--- src/rtl/txlf_pkg.sv ---
package txlf_pkg;
  typedef enum logic [1:0] {
    SG_WATCH = 2'd0,
    SG_HELD  = 2'd1,
    SG_HIZ   = 2'd2,
    SG_CHECK = 2'd3
  } sg_state_e;
endpackage

--- src/rtl/txlf_short_guard.sv ---
module txlf_short_guard
  import txlf_pkg::*;
#(
  parameter int SHORT_PULSES  = 3,
  parameter int RETRY_PERIODS = 128
) (
  input  logic clk,
  input  logic rst_n,
  input  logic sync_clr,
  input  logic period_stb,
  input  logic short_sense,
  input  logic ternary_sel,
  input  logic auto_tri_dis,
  output logic drv_en,
  output logic short_raw_nxt
);
  localparam int RUN_W = $clog2(SHORT_PULSES + 1);
  localparam int RET_W = $clog2(RETRY_PERIODS);
  localparam logic [RUN_W-1:0] RUN_LAST = RUN_W'(SHORT_PULSES - 1);
  localparam logic [RET_W-1:0] RET_LAST = RET_W'(RETRY_PERIODS - 1);

  sg_state_e        state_q, state_d;
  logic [RUN_W-1:0] run_q, run_d;
  logic [RET_W-1:0] ret_q, ret_d;

  // next-state
  always_comb begin
    state_d = state_q;
    run_d   = run_q;
    ret_d   = ret_q;
    if (sync_clr || !ternary_sel) begin
      state_d = SG_WATCH;
      run_d   = '0;
      ret_d   = '0;
    end else if (period_stb) begin
      unique case (state_q)
        SG_WATCH: begin
          if (!short_sense) begin
            run_d = '0;
          end else if (run_q == RUN_LAST) begin
            run_d   = '0;
            ret_d   = '0;
            state_d = auto_tri_dis ? SG_HELD : SG_HIZ;
          end else begin
            run_d = run_q + 1'b1;
          end
        end
        SG_HELD: begin
          if (!short_sense) begin
            state_d = SG_WATCH;
          end else if (!auto_tri_dis) begin
            state_d = SG_HIZ;
            ret_d   = '0;
          end
        end
        SG_HIZ: begin
          if (ret_q == RET_LAST) begin
            state_d = SG_CHECK;
            ret_d   = '0;
          end else begin
            ret_d = ret_q + 1'b1;
          end
        end
        SG_CHECK: begin
          if (short_sense) begin
            state_d = SG_HIZ;
            ret_d   = '0;
          end else begin
            state_d = SG_WATCH;
          end
        end
        default: state_d = SG_WATCH;
      endcase
    end
  end

  // registers
  always_ff @(posedge clk or negedge rst_n) begin
    if (!rst_n) begin
      state_q <= SG_WATCH;
      run_q   <= '0;
      ret_q   <= '0;
    end else begin
      state_q <= state_d;
      run_q   <= run_d;
      ret_q   <= ret_d;
    end
  end

  assign drv_en        = (state_q != SG_HIZ);
  assign short_raw_nxt = (state_d != SG_WATCH);

  // drivers only drop after a strobed short sample
  a_r1_fall_needs_sense: assert property (@(posedge clk) disable iff (!rst_n)
    $fell(drv_en) |-> $past(period_stb && short_sense && ternary_sel));

  // high impedance persists between strobes
  a_r3_hiz_holds: assert property (@(posedge clk) disable iff (!rst_n)
    (!drv_en && !period_stb && !sync_clr && ternary_sel) |=> !drv_en);
endmodule

--- src/rtl/txlf_open_watch.sv ---
module txlf_open_watch #(
  parameter int OPEN_ZEROS = 32
) (
  input  logic clk,
  input  logic rst_n,
  input  logic sync_clr,
  input  logic period_stb,
  input  logic pulse_sent,
  output logic open_raw_nxt
);
  localparam int CNT_W = $clog2(OPEN_ZEROS + 1);
  localparam logic [CNT_W-1:0] CNT_TOP = CNT_W'(OPEN_ZEROS);

  logic [CNT_W-1:0] cnt_q, cnt_d;

  always_comb begin
    cnt_d = cnt_q;
    if (sync_clr) begin
      cnt_d = '0;
    end else if (period_stb) begin
      if (pulse_sent)           cnt_d = '0;
      else if (cnt_q != CNT_TOP) cnt_d = cnt_q + 1'b1;
    end
  end

  always_ff @(posedge clk or negedge rst_n) begin
    if (!rst_n) cnt_q <= '0;
    else        cnt_q <= cnt_d;
  end

  assign open_raw_nxt = (cnt_d == CNT_TOP);

  // the zero-run count moves only on a strobe or a clear
  a_r12_count_on_strobe: assert property (@(posedge clk) disable iff (!rst_n)
    (!period_stb && !sync_clr) |=> $stable(cnt_q));
endmodule

--- src/rtl/txlf_status.sv ---
module txlf_status (
  input  logic clk,
  input  logic rst_n,
  input  logic sync_clr,
  input  logic freeze,
  input  logic ternary_sel,
  input  logic short_raw_nxt,
  input  logic open_raw_nxt,
  input  logic irq_ack,
  output logic short_flag,
  output logic open_flag,
  output logic irq
);
  logic short_d, open_d, irq_d, evt;

  always_comb begin
    if (sync_clr || !ternary_sel) short_d = 1'b0;
    else if (freeze)              short_d = short_flag;
    else                          short_d = short_raw_nxt;

    if (sync_clr)    open_d = 1'b0;
    else if (freeze) open_d = open_flag;
    else             open_d = open_raw_nxt;

    evt   = !sync_clr && ((short_d != short_flag) || (open_d && !open_flag));
    irq_d = !sync_clr && (evt || (irq && !irq_ack));
  end

  always_ff @(posedge clk or negedge rst_n) begin
    if (!rst_n) begin
      short_flag <= 1'b0;
      open_flag  <= 1'b0;
      irq        <= 1'b0;
    end else begin
      short_flag <= short_d;
      open_flag  <= open_d;
      irq        <= irq_d;
    end
  end

  // freeze holds both status bits
  a_r8_open_frozen: assert property (@(posedge clk) disable iff (!rst_n)
    (freeze && !sync_clr) |=> $stable(open_flag));
  a_r8_short_frozen: assert property (@(posedge clk) disable iff (!rst_n)
    (freeze && ternary_sel && !sync_clr) |=> $stable(short_flag));

  // every short status change shows up on irq
  a_r5_short_change_irq: assert property (@(posedge clk) disable iff (!rst_n)
    (!$stable(short_flag) && !$past(sync_clr)) |-> irq);

  // irq only drops after an acknowledge or clear
  a_r9_irq_sticky: assert property (@(posedge clk) disable iff (!rst_n)
    $fell(irq) |-> $past(irq_ack || sync_clr));
endmodule

--- src/rtl/tx_line_fault_mon.sv ---
module tx_line_fault_mon #(
  parameter int SHORT_PULSES  = 3,
  parameter int RETRY_PERIODS = 128,
  parameter int OPEN_ZEROS    = 32
) (
  input  logic clk,
  input  logic rst_n,
  input  logic sync_clr,
  input  logic period_stb,
  input  logic pulse_sent,
  input  logic short_sense,
  input  logic ternary_sel,
  input  logic auto_tri_dis,
  input  logic freeze,
  input  logic irq_ack,
  output logic drv_en,
  output logic short_flag,
  output logic open_flag,
  output logic irq
);
  logic short_raw_nxt, open_raw_nxt;

  txlf_short_guard #(
    .SHORT_PULSES (SHORT_PULSES),
    .RETRY_PERIODS(RETRY_PERIODS)
  ) u_short (
    .clk          (clk),
    .rst_n        (rst_n),
    .sync_clr     (sync_clr),
    .period_stb   (period_stb),
    .short_sense  (short_sense),
    .ternary_sel  (ternary_sel),
    .auto_tri_dis (auto_tri_dis),
    .drv_en       (drv_en),
    .short_raw_nxt(short_raw_nxt)
  );

  txlf_open_watch #(
    .OPEN_ZEROS(OPEN_ZEROS)
  ) u_open (
    .clk         (clk),
    .rst_n       (rst_n),
    .sync_clr    (sync_clr),
    .period_stb  (period_stb),
    .pulse_sent  (pulse_sent),
    .open_raw_nxt(open_raw_nxt)
  );

  txlf_status u_stat (
    .clk          (clk),
    .rst_n        (rst_n),
    .sync_clr     (sync_clr),
    .freeze       (freeze),
    .ternary_sel  (ternary_sel),
    .short_raw_nxt(short_raw_nxt),
    .open_raw_nxt (open_raw_nxt),
    .irq_ack      (irq_ack),
    .short_flag   (short_flag),
    .open_flag    (open_flag),
    .irq          (irq)
  );

  // non-ternary mode forces drivers on and short status off
  a_r10_ternary_off: assert property (@(posedge clk) disable iff (!rst_n)
    !ternary_sel |=> (!short_flag && drv_en));

  // synchronous clear leaves a clean state
  a_r11_sync_clear: assert property (@(posedge clk) disable iff (!rst_n)
    sync_clr |=> (drv_en && !short_flag && !open_flag && !irq));
endmodule

--- config.mk ---
export PLATFORM = sky130hd
export DESIGN_NAME = tx_line_fault_mon
export DESIGN_NICKNAME = d
export VERILOG_FILES = /design/src/rtl/txlf_pkg.sv /design/src/rtl/txlf_short_guard.sv /design/src/rtl/txlf_open_watch.sv /design/src/rtl/txlf_status.sv /design/src/rtl/tx_line_fault_mon.sv
export SDC_FILE = /design/constraint.sdc
export NUM_CORES = 1
export LEC_CHECK = 0
export ABC_AREA = 1
export BUFFER_PORTS_ARGS = -buffer_cell sky130_fd_sc_hd__buf_2
export CORE_MARGIN = 4
export CORE_UTILIZATION = 50
export CTS_BUF_LIST = sky130_fd_sc_hd__clkbuf_16
export DETAILED_ROUTE_END_ITERATION = 8
export PLACE_DENSITY = 0.72
export SYNTH_ARGS = -nofsm -noshare
export SYNTH_HDL_FRONTEND = slang
export SYNTH_SLANG_ARGS = --single-unit
--- constraint.sdc ---
create_clock -name clk -period 4.3 [get_ports clk]
set_clock_uncertainty 0.05 [all_clocks]
set_input_delay 0.43 -clock clk [delete_from_list [all_inputs] [get_ports clk]]
set_output_delay 0.43 -clock clk [all_outputs]
set_load 0.03 [all_outputs]
==> results of run 1 <==
==> path summary, 6_finish.rpt <==
check | end | slack (ns)
worst min register to register | u_short.ret_q[5] | 0.45
max in group asynchronous | u_open.cnt_q[0] | 3.81
worst min-delay path | u_open.cnt_q[5] | 0.07
worst max-delay path | u_short.ret_q[5] | 2.54
worst max register to register | u_short.ret_q[5] | 2.54
min in group clk | u_stat.irq | 0.33
==> cells in the mapped netlist (all sizes together) <==
master	count	area share
inv	36	0.11
nand2	36	0.11
nor2	22	0.074
nand3	21	0.096
dfrtp	20	0.40
a21oi	13	0.058
o21ai	9	0.036
ha	3	0.030
nand4	3	0.015
o22ai	2	0.015
a2bb2oi	1	0.0070
a31oi	1	0.0050
a41oi	1	0.0070
buf	1	0.0090
nand3b	1	0.0060
nor3	1	0.0040
o21bai	1	0.0090
xor2	1	0.0070
==> power by group through the flow <==
stage                     Sequential (µW)  Clock (µW)  Combinational [µW]
after floorplan                       205           0                36.9
after global placement                202           0                55.8
after detailed placement              203           0                57.9
after CTS                             200         192                58.5
after global routing                  201         202                66.4
final                                 200         189                58.3
==> critical path: cells and delay by family (launching register included) <==
kind,cells,cell delay [ns]
adders and majority gates,1,0.18
AOI/OAI and AO/OA,3,0.38
DFF,1,0.40
buffers and inverters,2,0.13
and+or+nand+nor,4,0.51
==> metal layers <==
layer | routed length (µm) | part of all wire | vias to the layer above | GRT usage
li1 | - | - | 583 | -
met1 | 1270 | 0.48 | 526 | 0.236
met2 | 1220 | 0.46 | 33 | 0.284
met3 | 143 | 0.054 | 4 | 0.0423
met4 | 25 | 0.0094 | 0 | 0.0430
met5 | 0 | 0 | - | 0
==> kinds of logic after synthesis <==
logic type                 count (synthesis)
adders and majority gates                  3
DFF                                       20
AOI/OAI and AO/OA                         28
and+or+nand+nor                           84
xor gates and xnor gates                   1
buffers and inverters                     37
==> registers in the layout (all words and copies together), names as in the netlist <==
signal	cells
u_stat.open_flag	1
u_short.ret_q	7
u_open.cnt_q	6
u_short.state_q	2
u_stat.irq	1
u_short.run_q	2
u_stat.short_flag	1
==> area by class of cell <==
cell class | count | area share
Inverter | 36 | 0.0952
Timing Repair Buffer | 13 | 0.0459
Multi-Input combinational cell | 116 | 0.426
Tap cell | 28 | 0.0247
Sequential cell | 20 | 0.353
Clock buffer | 3 | 0.0529
Clock inverter | 1 | 0.00265
==> stage by stage <==
stage	utilization	hold slack, ns	instances
2_1_floorplan	-	0.0844	173
3_3_place_gp	0.583	0.345	213
3_5_place_dp	0.583	0.357	213
4_1_cts	0.618	0.0919	217
5_1_grt	0.618	0.110	217
6_report	0.618	0.0725	217
==> metrics, run 1 <==
status=finished clean; Pleak=0.000781 µW; drc violations=0; WL per Instance=12.2 µm; CTS tree=done; Slew headroom=0.697; unrepaired setup endpoints after global routing=no; Cell variety after synth=25; cell area after layout=0.00142 mm²; setup TNS=0 ns; 1st-iter DRT viols=28; max-cap violations=0; final worst slack=2.54 ns; fmax=568 MHz; DIE HEIGHT=58.0 µm; area of the multi-input gates=604 µm²; CTS Buffer Depth=2; syn_nets=186; Switch Pwr=111 µW; Placer Congestion=0.842; clk sinks=20; R2R cell count=10; cts hold-fix bufs=0; largest family of logic cells by synthesized area=simple AND/OR/NAND/NOR gates; htree depth=1; fin crit share=0.409; DRT Wirelength=2.65 mm; Critical Path End Type=flop; Logic pwr share=0.130; die width=58.0 µm; post-synthesis simple-gate area fraction=0.309; Worst Setup SP=u_short.ret_q[0]; Avg Vias per Cell=5.28; Syn. warnings=0; Die ar.=0.00337 mm²; Total GRT Usage=0.175; vias=1146; Starting Density=0.545; share of cells above drive strength 1=0.180; Max FO, Critical Path=4; Clock Pin Slew Worst Setup and Hold Paths=0.05 ns; commonest non-fill, non-tap cell in the layout=nand2_1; diode count=0; post-placement worst setup slack=2.49 ns; GRT Residual Overflow=0; most frequent cells in the layout=nand2_1 (33), inv_1 (32), dfrtp_1 (20); Adder-Cell Fraction of Synth Area=0.0300; mux cell area share after synthesis=0; Slowest cell on crit path=dfrtp_1; count of input and output buffers=13; worst slew pin tran=0.454 ns; post-CTS setup buffers=0; synth-to-layout area growth=13.4%; Root Buffer=clkbuf_16; Sequential cell area=500 µm²; antenna violations before repair=0; Syn Area/Cell=7.23 µm²; Resized cells post-CTS=0; I/O pin total=14; critical path required time=4.39 ns; Placed Area=0.00134 mm²; pin count of the biggest net entering global routing=21; Synth Area in Compound Gates=0.137; register area share after synthesis=0.400; worst vdd ir=0.000305 V; endpoints failing hold=0; FF-to-FF Start=u_short.ret_q[0]; Arrival @ worst endpoint=1.85 ns; post-synthesis cell count=173; DR pass1 iterations=4; Cell Area, Synth=0.00125 mm²; vias in the first global route=1097; nets@finish=203; CORE AREA=0.00230 mm²; first-pass GRT wire length=4.58 mm; final setup violating endpoints=0; post-route minimum period=1.76 ns; post-route ant nets=0; CP max stage delay=0.40 ns; pwr/cell area=315 mW/mm²; Seq pwr share=0.446; Startpoint Class=flop; Num CTS Buffers=3; worst skew pair latency=0.25 ns; Max Transition Viols Final=0; Switching Share=0.247; HPWL Detailed=2.07 mm; Cell Rows=17; total chip power=447 µW; Synth Area in XOR/XNOR=0.00700; Clock Power Share=0.423; Fillers=208; FF+latch count, synth=20; CP Cell Sequence=ha_1 > nand2_1 > nor2_1 > nand3_1 > nand2_1 > inv_1 > o22ai_2 > o21ai_1 > o21ai_1 > inv_1; internal power=337 µW; WS Path Type=reg2reg; HP Class=in2async
Note: power is estimated with default switching activity, not from simulation.
==> run 2, diff against run 1 <==
==> constraint.sdc (replaced) <==
create_clock -name clk -period 1.7 [get_ports clk]
set_clock_uncertainty 0.05 [all_clocks]
set_input_delay 0.17 -clock clk [delete_from_list [all_inputs] [get_ports clk]]
set_output_delay 0.17 -clock clk [all_outputs]
set_load 0.03 [all_outputs]
==> run 2 against run 1 <==
Global-route usage decreased by 0.23 points. Count of clock-buffer cells in the layout is the same. Via count is 5.8% higher. Hold slack better by 0.0046 ns. Wire length up 8.0%. First-iteration DRC count increased by 32%. Critical path type unchanged. Largest power group unchanged. Highest routed layer unchanged.
==> metrics, run 2 (synthesized netlist as in run 1, its figures left out) <==
status=finished clean; Starting Density=0.545 (unchanged); WL per Instance=12.6 µm (+2.7%); fin crit share=0.987 (+0.578); Seq pwr share=0.435 (-0.011); nets@finish=214 (+5.4%); Switching Share=0.250 (+0.00317); CP delay by family, top=simple AND/OR/NAND/NOR gates; vias=1213 (+5.8%); post-route minimum period=1.68 ns (-0.0819 ns); internal power=871 µW (+160%); antenna violations before repair=0 (unchanged); Largest Register=u_short.ret_q; Cell Rows=17 (unchanged); worst vdd ir=0.000519 V (+70%); Slew headroom=0.702 (+0.00432); Die ar.=0.00337 mm² (unchanged); DRT Wirelength=2.86 mm (+8.0%); FF-to-FF Start=u_open.cnt_q[0]; CP Cell Sequence=inv_2 > ha_2 > nand3_2 > nand2_1 > nand2_2 > nand3b_1 > nand3_2 > nor2_4 > nand4_1 > a21oi_2; htree depth=1 (unchanged); first-pass GRT wire length=4.60 mm (+0.31%); Fillers=189 (-9.1%); I/O pin total=14 (unchanged); die width=58.0 µm (unchanged); Slowest cell on crit path=dfrtp_1; max-cap violations=0 (unchanged); vias in the first global route=1078 (-1.7%); worst slew pin tran=0.448 ns (-0.00649 ns); Arrival @ worst endpoint=1.81 ns (-0.04 ns); Switch Pwr=291 µW (+160%); CTS Buffer Depth=2 (unchanged); Placer Congestion=0.831 (-1.3%); Hold Path End=u_stat.irq; worst min-delay path startpoint=sync_clr; diode count=0 (unchanged); share of cells above drive strength 1=0.285 (+0.105); Clock Pin Slew Worst Setup and Hold Paths=0.05 ns (about the same); pin count of the biggest net entering global routing=21 (unchanged); Avg Vias per Cell=5.32 (+0.74%); HPWL Detailed=2.07 mm (-0.33%); CTS tree=done; FF-to-FF setup slack=0.02 ns (-2.52 ns); post-route ant nets=0 (unchanged); pwr/cell area=750 mW/mm² (+140%); worst skew pair latency=0.25 ns (about the same); GRT Residual Overflow=0 (unchanged); synth-to-layout area growth=23.8%; Sequential cell area=500 µm² (unchanged); count of input and output buffers=13 (unchanged); Pleak=0.000836 µW (+7.1%); Total GRT Usage=0.173 (-0.00226); Clock Power Share=0.413 (-0.010); area of the multi-input gates=649 µm² (+7.5%); WS Path Type=reg2reg; DR pass1 iterations=4 (unchanged); drc violations=0 (unchanged); Placed Area=0.00136 mm² (+1.7%); Reg-to-Reg End=u_stat.irq; Largest register FFs=7 (unchanged); unrepaired setup endpoints after global routing=yes; clk sinks=20 (unchanged); DIE HEIGHT=58.0 µm (unchanged); 1st-iter DRT viols=37 (+32%); Startpoint Class=flop; Most common cell on crit path=nand3_2; R2R cell count=10 (unchanged); Max FO, Critical Path=4 (unchanged); Largest regs=u_short.ret_q x7, u_open.cnt_q x6; final setup violating endpoints=0 (unchanged); most frequent cells in the layout=nand2_1 (32), inv_1 (30), dfrtp_1 (20); fmax=596 MHz (+4.9%); hold path depth=2; Num CTS Buffers=3 (unchanged); endpoints failing hold=0 (unchanged); commonest non-fill, non-tap cell in the layout=nand2_1; Logic pwr share=0.152 (+0.022); CP max stage delay=0.43 ns (+0.03 ns); CORE AREA=0.00230 mm² (unchanged); setup TNS=0 ns (unchanged); critical path required time=1.83 ns (-2.56 ns); Critical Path End Type=flop; Root Buffer=clkbuf_16; HP Class=in2reg; Max Transition Viols Final=0 (unchanged); cell area after layout=0.00155 mm² (+9.2%); CP bufs+invs=1 (-1); Worst Setup SP=u_open.cnt_q[0]
run 2: area by class of cell:
type / instances / area share
Sequential cell: 20 / 0.323
Multi-Input combinational cell: 116 / 0.419
Clock inverter: 1 / 0.00242
Timing Repair Buffer: 24 / 0.0969
Tap cell: 28 / 0.0226
Clock buffer: 3 / 0.0485
Inverter: 36 / 0.0872
run 2: power by group through the flow:
stage	sequential (µW)	combinational, µW	clock, µW
finish	505	176	480
global placement	511	148	0
floorplan	517	93.3	0
global route	507	197	507
CTS	504	153	492
detailed placement	513	151	0
run 2: worst reg2reg max path: cells and delay by family (launching register included):
| kind | cells | cell delay (ns) |
|---|---|---|
| compound gates | 1 | 0.13 |
| simple gates | 7 | 0.72 |
| flops | 1 | 0.43 |
| fa+ha+maj | 1 | 0.18 |
| buf+inv | 1 | 0.10 |
run 2: timing repair:
item	4_1_cts	5_1_grt
hold buffers	1	0
endpoints found under the hold margin	20	0
resized for setup	0	15
setup endpoints to repair	0	3
setup buffers	0	7
run 2: worst max-delay path by stage:
stage               slack, ns               end  depth (start not counted)
floorplan                0.20  u_short.ret_q[5]                         10
global placement         0.07        u_stat.irq                         10
detailed placement       0.02        u_stat.irq                          9
CTS                      0.01        u_stat.irq                          9
global route             -0.1        u_stat.irq                         10
finish                   0.02        u_stat.irq                         10
run 2: per-stage QoR:
step	util	worst slack [ns]	hold slack, ns	total power, µW	cells
finish	0.674	0.0222	0.0771	1160	228
global route	0.674	-0.0992	0.0755	1210	228
CTS	0.632	0.0104	0.0775	1150	221
detailed placement	0.593	0.0150	0.0966	663	216
global placement	0.593	0.0704	0.0896	659	216
floorplan	-	0.199	-0.176	611	173
run 2: routing by layer:
layer / up-vias / GRT usage / part of all wire
met3: 4 / 0.0156 / 0.056
met4: 0 / 0.0695 / 0.010
met2: 47 / 0.279 / 0.48
met5: - / 0 / 0
met1: 559 / 0.238 / 0.46
li1: 603 / - / -
